==> config.mk <==
export PLATFORM = sky130hd
export DESIGN_NAME = mcam_top
export DESIGN_NICKNAME = d
export VERILOG_FILES = /design/src/rtl/mcam_store.sv /design/src/rtl/mcam_responder.sv /design/src/rtl/mcam_top.sv
export SDC_FILE = /design/constraint.sdc
export NUM_CORES = 1
export LEC_CHECK = 0
export CAP_MARGIN = 20
export CORE_MARGIN = 8
export CORE_UTILIZATION = 59
export DETAILED_ROUTE_END_ITERATION = 6
export PLACE_DENSITY_LB_ADDON = 0.08
export SYNTH_ARGS = -nofsm -noshare
export SYNTH_HDL_FRONTEND = slang
export SYNTH_HIERARCHICAL = 1
export SYNTH_SLANG_ARGS = --single-unit
==> constraint.sdc <==
create_clock -name clk -period 3 [get_ports clk]
set_clock_uncertainty 0.15 [all_clocks]
set_input_delay 0.6 -clock clk [delete_from_list [all_inputs] [get_ports clk]]
set_output_delay 0.6 -clock clk [all_outputs]
set_load 0.05 [all_outputs]
==> src/rtl/mcam_store.sv <==
module mcam_store #(
  parameter int ENTRIES = 16,
  parameter int WIDTH   = 8,
  localparam int IW     = $clog2(ENTRIES)
) (
  input  logic               clk,
  input  logic               rst_n,
  input  logic               wr_en,
  input  logic [IW-1:0]      wr_idx,
  input  logic [WIDTH-1:0]   wr_data,
  input  logic               retire_en,
  input  logic [IW-1:0]      retire_idx,
  input  logic [WIDTH-1:0]   key,
  input  logic [WIDTH-1:0]   mask,
  output logic [ENTRIES-1:0] match_raw,
  input  logic [IW-1:0]      rd_idx,
  output logic [WIDTH-1:0]   rd_data,
  output logic               rd_used
);

  logic [WIDTH-1:0]   words [ENTRIES];
  logic [ENTRIES-1:0] used_q;

  // word storage, no reset needed: the in-use flag guards it
  always_ff @(posedge clk) begin
    if (wr_en) words[wr_idx] <= wr_data;
  end

  // in-use flags; a write overrides a retire of the same index
  always_ff @(posedge clk or negedge rst_n) begin
    if (!rst_n) begin
      used_q <= '0;
    end else begin
      if (retire_en) used_q[retire_idx] <= 1'b0;
      if (wr_en)     used_q[wr_idx]     <= 1'b1;
    end
  end

  // one masked comparator per word
  for (genvar g = 0; g < ENTRIES; g++) begin : g_cmp
    logic [WIDTH-1:0] diff;
    assign diff         = (words[g] ^ key) & mask;
    assign match_raw[g] = used_q[g] && (diff == '0);
  end

  assign rd_data = words[rd_idx];
  assign rd_used = used_q[rd_idx];

  AST_WRITE_MARKS_USED: assert property (@(posedge clk) disable iff (!rst_n)
    $past(wr_en) |-> used_q[$past(wr_idx)]);

  AST_WRITE_STORES_DATA: assert property (@(posedge clk) disable iff (!rst_n)
    $past(wr_en) |-> (words[$past(wr_idx)] == $past(wr_data)));

  AST_RETIRE_CLEARS: assert property (@(posedge clk) disable iff (!rst_n)
    ($past(retire_en) && !($past(wr_en) && $past(wr_idx) == $past(retire_idx)))
      |-> !used_q[$past(retire_idx)]);

  AST_RETIRED_NO_MATCH: assert property (@(posedge clk) disable iff (!rst_n)
    ($past(retire_en) && !($past(wr_en) && $past(wr_idx) == $past(retire_idx)))
      |-> !match_raw[$past(retire_idx)]);

endmodule

==> src/rtl/mcam_responder.sv <==
module mcam_responder #(
  parameter int ENTRIES = 16,
  localparam int IW     = $clog2(ENTRIES)
) (
  input  logic               clk,
  input  logic               rst_n,
  input  logic               search_go,
  input  logic [ENTRIES-1:0] match_raw,
  output logic               hit,
  output logic [IW-1:0]      hit_idx,
  output logic [ENTRIES-1:0] match_vec
);

  logic [IW-1:0] low_idx;

  // lowest set bit wins: scan downward so the last assignment is the lowest
  always_comb begin
    low_idx = '0;
    for (int i = ENTRIES - 1; i >= 0; i--) begin
      if (match_raw[i]) low_idx = IW'(i);
    end
  end

  always_ff @(posedge clk or negedge rst_n) begin
    if (!rst_n) begin
      hit       <= 1'b0;
      hit_idx   <= '0;
      match_vec <= '0;
    end else if (search_go) begin
      hit       <= |match_raw;
      hit_idx   <= low_idx;
      match_vec <= match_raw;
    end
  end

  AST_HIT_POINTS_AT_MATCH: assert property (@(posedge clk) disable iff (!rst_n)
    hit |-> match_vec[hit_idx]);

  AST_HIT_IS_LOWEST: assert property (@(posedge clk) disable iff (!rst_n)
    hit |-> ((match_vec & ((ENTRIES'(1) << hit_idx) - ENTRIES'(1))) == '0));

  AST_MISS_IS_CLEAN: assert property (@(posedge clk) disable iff (!rst_n)
    !hit |-> (hit_idx == '0 && match_vec == '0));

  AST_RESULT_HELD: assert property (@(posedge clk) disable iff (!rst_n)
    !$past(search_go) |-> ($stable(hit) && $stable(hit_idx) && $stable(match_vec)));

endmodule

==> src/rtl/mcam_top.sv <==
module mcam_top #(
  parameter int ENTRIES = 16,
  parameter int WIDTH   = 8,
  localparam int IW     = $clog2(ENTRIES)
) (
  input  logic               clk,
  input  logic               rst_n,
  input  logic               key_ld,
  input  logic [WIDTH-1:0]   key_in,
  input  logic               mask_ld,
  input  logic [WIDTH-1:0]   mask_in,
  input  logic               wr_en,
  input  logic [IW-1:0]      wr_idx,
  input  logic [WIDTH-1:0]   wr_data,
  input  logic               retire_en,
  input  logic [IW-1:0]      retire_idx,
  input  logic               search_go,
  output logic               hit,
  output logic [IW-1:0]      hit_idx,
  output logic [ENTRIES-1:0] match_vec,
  input  logic [IW-1:0]      rd_idx,
  output logic [WIDTH-1:0]   rd_data,
  output logic               rd_used
);

  logic [WIDTH-1:0]   key_q;
  logic [WIDTH-1:0]   mask_q;
  logic [ENTRIES-1:0] match_raw;

  always_ff @(posedge clk or negedge rst_n) begin
    if (!rst_n) begin
      key_q  <= '0;
      mask_q <= '1;
    end else begin
      if (key_ld)  key_q  <= key_in;
      if (mask_ld) mask_q <= mask_in;
    end
  end

  mcam_store #(.ENTRIES(ENTRIES), .WIDTH(WIDTH)) u_store (
    .clk        (clk),
    .rst_n      (rst_n),
    .wr_en      (wr_en),
    .wr_idx     (wr_idx),
    .wr_data    (wr_data),
    .retire_en  (retire_en),
    .retire_idx (retire_idx),
    .key        (key_q),
    .mask       (mask_q),
    .match_raw  (match_raw),
    .rd_idx     (rd_idx),
    .rd_data    (rd_data),
    .rd_used    (rd_used)
  );

  mcam_responder #(.ENTRIES(ENTRIES)) u_resp (
    .clk       (clk),
    .rst_n     (rst_n),
    .search_go (search_go),
    .match_raw (match_raw),
    .hit       (hit),
    .hit_idx   (hit_idx),
    .match_vec (match_vec)
  );

  AST_KEY_LOAD: assert property (@(posedge clk) disable iff (!rst_n)
    $past(key_ld) |-> (key_q == $past(key_in)));

  AST_SEARCH_SEES_OLD_KEY: assert property (@(posedge clk) disable iff (!rst_n)
    ($past(search_go) && $past(match_raw) == '0) |-> (!hit && match_vec == '0));

  AST_VEC_FOLLOWS_SEARCH: assert property (@(posedge clk) disable iff (!rst_n)
    $past(search_go) |-> (match_vec == $past(match_raw)));

endmodule

Word-level counts from Yosys, hierarchy flattened
Memory sizes are Yosys's and may differ from the RTL's. Cells that the tools add are included.

Register bits: 53. Latch bits: 0. RAM bits: 128. ROM bits: 0. Word-level logic and storage cells: 108. Memories kept: 1.

Add/sub/neg operators: 0. Multipliers: 0. Divide/modulo/power cells: 0. $lt $le $gt $ge: 5. Eq/ne operators: 0. Shifts and indexed selects: 0. Mux-type cells: 26. Bitwise logic cells: 35. Reduce and logical (&&, ||, !) cells: 35.

Memories: u_store.words (words 16, width 8, rd ports 17, clocked after Yosys merged registers in 0, write ports 1, line mcam_store.sv:21) `logic [WIDTH-1:0] words [ENTRIES];`.

Operator list (number): bitwise AND 8 bit (16); zero test 8 bit (16); bitwise XOR 8 bit (16); 2-to-1 mux 4 bit (16); 2-to-1 mux 16 bit (2); logical AND 1 bit (18); bitwise AND 16 bit (1); NOT 16 bit (1); OR 16 bit (1); OR reduction 16 bit (1); < comparator 4 x 5 -> 1 bit (second input constant) (3); demux 1 bit (select 4 bit) (2); >= comparator 4 x 1 -> 1 bit (second input constant) (2); 2-to-1 mux 1 bit (5); binary-select mux 1 bit (select 4 bit) (1).

Logic depth before layout (Yosys ltp)
Gate-level depths: netlist (run 1).

Depth in word-level cells: 20. Mapped depth: 10. Depth with buffers taken out: 8.

Modules after synthesis
The synthesis (run 1) kept the hierarchy.

By module, submodules not included: mcam_store (times used 1, cells each 527, area an instance 7671.1 um2, seq. area each 4244.1 um2); mcam_responder (times used 1, cells each 75, area an instance 929.6 um2, seq. area each 525.5 um2); mcam_top (times used 1, cells each 34, area an instance 673.1 um2, seq. area each 410.4 um2).

Worst setup path after synthesis (run 1)
OpenSTA, ideal clock, no wires.

Path kind: input to output. Start: input rd_idx[0]. End: output rd_data[6]. Arrival time: 1902 ps. Data required time: 2250 ps. Setup slack: 348 ps. Stages: 5. Cell sequence: buf_6 > buf_4 > mux4_2 > a22oi_1 > nand2_1.

Word-level cells in the longest chain between the ends: 1.

RTL lines: start, declared (line mcam_top.sv:21) `input logic [IW-1:0] rd_idx,`; memory read (16 x 8 bit); end, declared (line mcam_top.sv:22) `output logic [WIDTH-1:0] rd_data,`.

No other way between the ends.

Worst setup path after layout (run 1)
Start: input rd_idx[3]. End: output rd_data[7].

Same word-level chain as after synthesis.

==> results of run 1 <==
[critical path, stage by stage]
cell             delay (ps)
clkdlybuf4s50_1         520
and2_1                  550
a22oi_1                 170
nand2_1                 130
buf_4                   210
[per-layer routing]
| layer | part of all wire (%) | wire [um] | global-route usage, % |
|---|---|---|---|
| met5 | 0 | 0 | 0 |
| met4 | 2.1 | 483 | 8.42 |
| met3 | 6.7 | 1560 | 4.50 |
| met2 | 52 | 12000 | 41.9 |
| met1 | 40 | 9180 | 28.8 |
[state kept, by name, summed over array words and instances, names as in the netlist]
signal	flops
u_store/words	128
u_resp/hit	1
key_q	8
mask_q	8
u_resp/hit_idx	4
u_resp/match_vec	16
u_store/used_q	16
[cell usage in the layout, fill, tap and decap left out, drive strengths merged, types with 7 or more instances in the layout]
cell and n:
and4 16, edfxtp 128, xor2 128, clkbuf 25
dfstp 8, mux2 32, clkdlybuf4s50 60, a222oi 16
inv 8, nor2 20, dfrtp 45, buf 72
nand2b 11, clkinv 7, o21ai 28, mux4 36
a22oi 18, nand2 29, a22o 17, a221oi 16
[where the power goes]
group          switching [mW]  internal [mW]
registers               0.187           2.84
logic                   0.717          0.600
clock network           0.933           1.19
[what timing repair did]
action                                 in CTS  in global routing
gates resized for setup                     2                 15
hold buffers                                1                  0
endpoints found under the hold margin       8                  0
gates cloned                                0                  2
buffers inserted                            0                  1
setup endpoints to repair                   2                  9
pin swaps                                   1                  3
[per-stage QoR]
stage	area (um^2)	std cells
after CTS	11100	971
after floorplan	9270	636
after global routing	11200	974
final	11200	974
after detailed placement	10500	938
after global placement	10500	938
[cells by family (layout without fill, tap and decap cells)]
group           after synthesis  after routing  synth area share [%]
xor+xnor                    128            128                  12.1
buf+inv                      52            174                  3.35
simple gates                100            100                  5.94
mux                          68             68                  13.9
compound gates              107            107                  8.86
flops                       181            181                  55.9
[final cells by class]
cell class / count / area [um^2]
flip-flops and latches: 181 / 5180
repair buffers: 136 / 1340
clock buffers: 23 / 500
inverters: 6 / 22.5
multi-input cells: 403 / 3810
well taps: 216 / 270
fillers: 1048 / 4410
clock inverters: 9 / 68.8
[worst paths after layout]
check	end	slack, ps	cells after the start
setup / recovery	rd_data[7]	70	5
hold / removal	u_resp/match_vec[2]	350	1
setup reg to reg	u_resp/hit_idx[2]	170	11
hold reg to reg	u_resp/match_vec[2]	350	1
max in group asynchronous	u_store/used_q[8]	1410	3
min in group asynchronous	key_q[1]	490	2
==> summary.md, run 1 <==
| Metric | Value |
|---|---|
| Status | `finished, final reports clean` |
| IO Pins | `73` |
| Fin. max-slew vios | `0` |
| Cell Rows | `46` |
| Post-synthesis register bit count | `181` |
| DIE AREA | `0.0200 mm^2` |
| Worst skew pair latency | `420 ps` |
| Antenna violations before repair | `0` |
| Max transition margin | `58.5%` |
| Sequential share of the synthesized area | `55.9%` |
| TritonCTS Buffers | `17` |
| Syn Area/Cell | `14.6 um^2` |
| Min Hold Slack | `355 ps` |
| Max-capacitance violation count | `0` |
| Reg-to-reg startpoint | `key_q[6]` |
| Share of layout cells above drive strength 1 | `23.6%` |
| Req. time, crit path | `2250 ps` |
| Async set-or-reset flop fraction in the synthesized netlist | `29.3%` |
| Worst EP arrival | `2180 ps` |
| Antenna cell count | `0` |
| Grt ovf | `0` |
| Final Worst Setup Slack | `66.9 ps` |
| Period utilization | `97.8%` |
| Die span in y | `141 um` |
| 1st-iter DRT viols | `569` |
| Leak | `4.31 nW` |
| Global-route wire length before repair | `35.6 mm` |
| Final ANT Viol Nets | `0` |
| Worst Setup End Kind | `primary output` |
| Vias in the first global route | `6343` |
| Post-synth EDFFs | `128` |
| Pwr Density | `578 mW/mm^2` |
| Clk slew on worst S/H paths | `60 ps` |
| Worst Setup Path Type | `in -> out` |
| Net Count, Synth | `679` |
| Fin. Hold Viols | `0` |
| CP Max Fanout | `9` |
| H-tree depth | `4` |
| Vias per Instance | `6.21` |
| Final TNS setup | `0 ps` |
| Peak Freq | `0.341 GHz` |
| Vias | `6045` |
| Synth area leaders | `edfxtp_1, dfrtp_1, xor2_1` |
| Buffers on Ports | `72` |
| RSZ-0062 raised after global routing | `no` |
| Detailed-route wire length | `23.2 mm` |
| Start point of the critical path | `rd_idx[3]` |
| Layout area overhead | `20.7%` |
| Minimum clock period | `2930 ps` |
| HP Class | `reg -> reg` |
| Initial core utilization | `59.5%` |
| Root buf cell | `clkbuf_16` |
| Main synth FF type | `edfxtp_1` |
| Routed len/inst | `23.8 um` |
| Dpl ws | `-27.1 ps` |
| CTS max path bufs | `2` |
| Largest net degree at the start of global routing | `38` |
| Nets | `788` |
| Post-synth top area cell | `edfxtp_1` |
| First-pass DRT Iterations | `6` |
| CORE AREA | `0.0156 mm^2` |
| Number of remaining DRC errors | `0` |
| Gpl congestion | `0.919` |
| Final setup viols | `0` |
| Total track usage | `23.8%` |
| CTS tree | `done` |
| Startpoint class of the critical path | `input pin` |
| Overall Power | `6.47 mW` |
| CTS sink cnt | `181` |
| Synthesized area | `0.00927 mm^2` |
| Worst slew pin tran | `622 ps` |
| Synth warn | `6` |
| Dpl hpwl | `17.3 mm` |
| Share of the synthesized area in the top cell type | `41.4%` |
| Cell count after synthesis | `636` |
| Max IR drop VDD | `0.400 mV` |
| Post-Route Utilization | `71.7%` |
| Chip width | `141 um` |
| Synth top cells by count | `edfxtp_1, xor2_1, dfrtp_1` |
| Post-synth cell types | `50` |
| Hold_sp | `u_resp/match_vec[2]` |
No activity file was read; power rests on OpenSTA's default activity.
==> run 2, diff against run 1 <==
--- a/config.mk
+++ b/config.mk
@@ -7,7 +7,8 @@
 export LEC_CHECK = 0
 export CAP_MARGIN = 20
 export CORE_MARGIN = 8
-export CORE_UTILIZATION = 59
+export CORE_UTILIZATION = 60
+export CTS_BUF_LIST = sky130_fd_sc_hd__clkbuf_4 sky130_fd_sc_hd__clkbuf_8
 export DETAILED_ROUTE_END_ITERATION = 6
 export PLACE_DENSITY_LB_ADDON = 0.08
 export SYNTH_ARGS = -nofsm -noshare
==> run 2 against run 1 <==
Net effect: the run now ends with DRC left; flip-flop and latch count stayed put; power is 9.0% lower; first-iteration DRC count is 7.9% higher; setup slack better by 62 ps; final cell count is 3.0% lower; via count is 0.58% higher; global-route usage is 0.47 points lower; clock-buffer cell count is 3 lower; critical path type unchanged; critical endpoint unchanged.
==> summary.md, run 2 (same netlist as run 1, synthesis figures left out) <==
| Metric | Value |
|---|---|
| Status | `finished, violations left` |
| Failing checks | `DRC` |
| Max transition margin | `57.5%` |
| Final ANT Viol Nets | `0` |
| Largest Register | `u_store/words` |
| Grt ovf | `0` |
| RSZ-0062 raised after global routing | `no` |
| Antenna cell count | `0` |
| Startpoint class of the critical path | `input pin` |
| CP Max Fanout | `16` |
| Vias in the first global route | `6353` |
| Root buf cell | `clkbuf_8` |
| Chip width | `140 um` |
| Pwr Density | `539 mW/mm^2` |
| Detailed-route wire length | `22.9 mm` |
| TritonCTS Buffers | `17` |
| CTS tree | `done` |
| Die span in y | `140 um` |
| Number of remaining DRC errors | `2` |
| Minimum clock period | `2870 ps` |
| DIE AREA | `0.0197 mm^2` |
| Vias per Instance | `6.43` |
| P_sw | `1.75 mW` |
| Critical-path cell list | `buf_2 -> buf_12 -> mux4_4 -> a22oi_1 -> nand2_1 -> buf_4` |
| Pint | `4.14 mW` |
| H-tree depth | `4` |
| Critical-path top delay cell | `mux4_4` |
| Vias | `6080` |
| Layout area overhead | `17.7%` |
| Dpl hpwl | `17.6 mm` |
| Clk slew on worst S/H paths | `80 ps` |
| Max reg flops | `128` |
| Initial core utilization | `61.2%` |
| First-pass DRT Iterations | `7` |
| Hold_sp | `u_resp/match_vec[2]` |
| Placed Instances | `908` |
| Max IR drop VDD | `0.314 mV` |
| Buffers on Ports | `72` |
| Share of layout cells above drive strength 1 | `23.4%` |
| Req. time, crit path | `2250 ps` |
| Most frequent cells in the layout | `xor2_1, edfxtp_1, clkdlybuf4s50_1` |
| Peak Freq | `0.348 GHz` |
| Biggest regs | `u_store/words x128, u_resp/match_vec x16, u_store/used_q x16` |
| Antenna violations before repair | `0` |
| Fin. Hold Viols | `0` |
| Comb power frac | `22.2%` |
| Sw Ratio | `29.7%` |
| CTS max path bufs | `2` |
| HP Class | `reg -> reg` |
| Worst skew pair latency | `460 ps` |
| Worst slew pin tran | `638 ps` |
| IO Pins | `73` |
| Final TNS setup | `0 ps` |
| Fin. max-slew vios | `0` |
| Power share of the clock group | `26.6%` |
| Worst Setup Path Type | `in -> out` |
| Cell Rows | `45` |
| Worst EP arrival | `2120 ps` |
| Period utilization | `95.7%` |
| Final cell count without fillers | `945` |
| 1st-iter DRT viols | `614` |
| Routed len/inst | `24.2 um` |
| Start point of the critical path | `rd_idx[0]` |
| Register share of total power | `51.2%` |
| Global-route wire length before repair | `34.8 mm` |
| Max-capacitance violation count | `0` |
| Min Hold Slack | `359 ps` |
| Worst Setup End Kind | `primary output` |
| Total track usage | `23.3%` |
| CP max stage delay | `650 ps` |
| Leak | `4.22 nW` |
| CORE AREA | `0.0151 mm^2` |
| Largest net degree at the start of global routing | `35` |
| CTS sink cnt | `181` |
| Overall Power | `5.89 mW` |
| Final setup viols | `0` |
| Gpl congestion | `0.921` |
| Nets | `787` |
| Reg-to-reg startpoint | `key_q[6]` |
[run 2: per-stage QoR]
step | instance area (um^2) | setup WS [ps] | utilization [%]
6_report | 10900 | 129 | 72.1
5_1_grt | 10900 | 26.5 | 72.1
4_1_cts | 10900 | -5.29 | 71.7
3_5_place_dp | 10400 | -38.1 | 69.0
3_3_place_gp | 10400 | -11.0 | 69.0
2_1_floorplan | 9270 | 348 | -
[run 2: layer usage]
metal	up-vias	wire length [um]	global-route usage, %
met5	-	0	0
met4	0	888	11.3
met3	61	1710	4.49
met2	318	11300	39.0
met1	3032	9000	28.7
li1	2669	-	-
[run 2: repair_timing]
item                                    in CTS  in global routing
endpoints found under the setup margin       8                  9
gates resized for setup                      2                  9
cloned                                       0                  1
endpoints found under the hold margin       11                  0
pin swaps                                    0                  2
hold buffers                                 1                  0
buffers inserted                             3                  0
[run 2: cell type report]
type / instances / area [um^2]
multi-input combinational: 403 / 3810
clock inverter: 12 / 103
fill: 969 / 4230
clock buffer: 20 / 269
sequential: 181 / 5180
timing repair buffer: 135 / 1290
tap: 188 / 235
inverter: 6 / 22.5
[run 2: worst paths after layout]
check	end	slack [ps]	cells after the start
min in group asynchronous	u_resp/match_vec[8]	450	2
max	rd_data[7]	130	6
min reg2reg	u_resp/match_vec[2]	360	1
min	u_resp/match_vec[2]	360	1
max reg2reg	u_resp/hit_idx[0]	170	8
max in group asynchronous	u_resp/match_vec[3]	1440	3
[run 2: power by group through the flow]
stage	clock [mW]	sequential, mW	combinational (mW)
after floorplan	0	3.10	0.722
after global placement	0	3.05	1.24
after detailed placement	0	3.06	1.28
after CTS	1.60	3.01	1.28
after global routing	1.68	3.03	1.39
final	1.57	3.01	1.31
[run 2: worst max-delay path, delay by kind of cell]
kind	cells	cell delay, ps
AO/OA/AOI/OAI	1	220
buffers and inverters	3	510
multiplexers	1	650
AND/OR/NAND/NOR	1	110
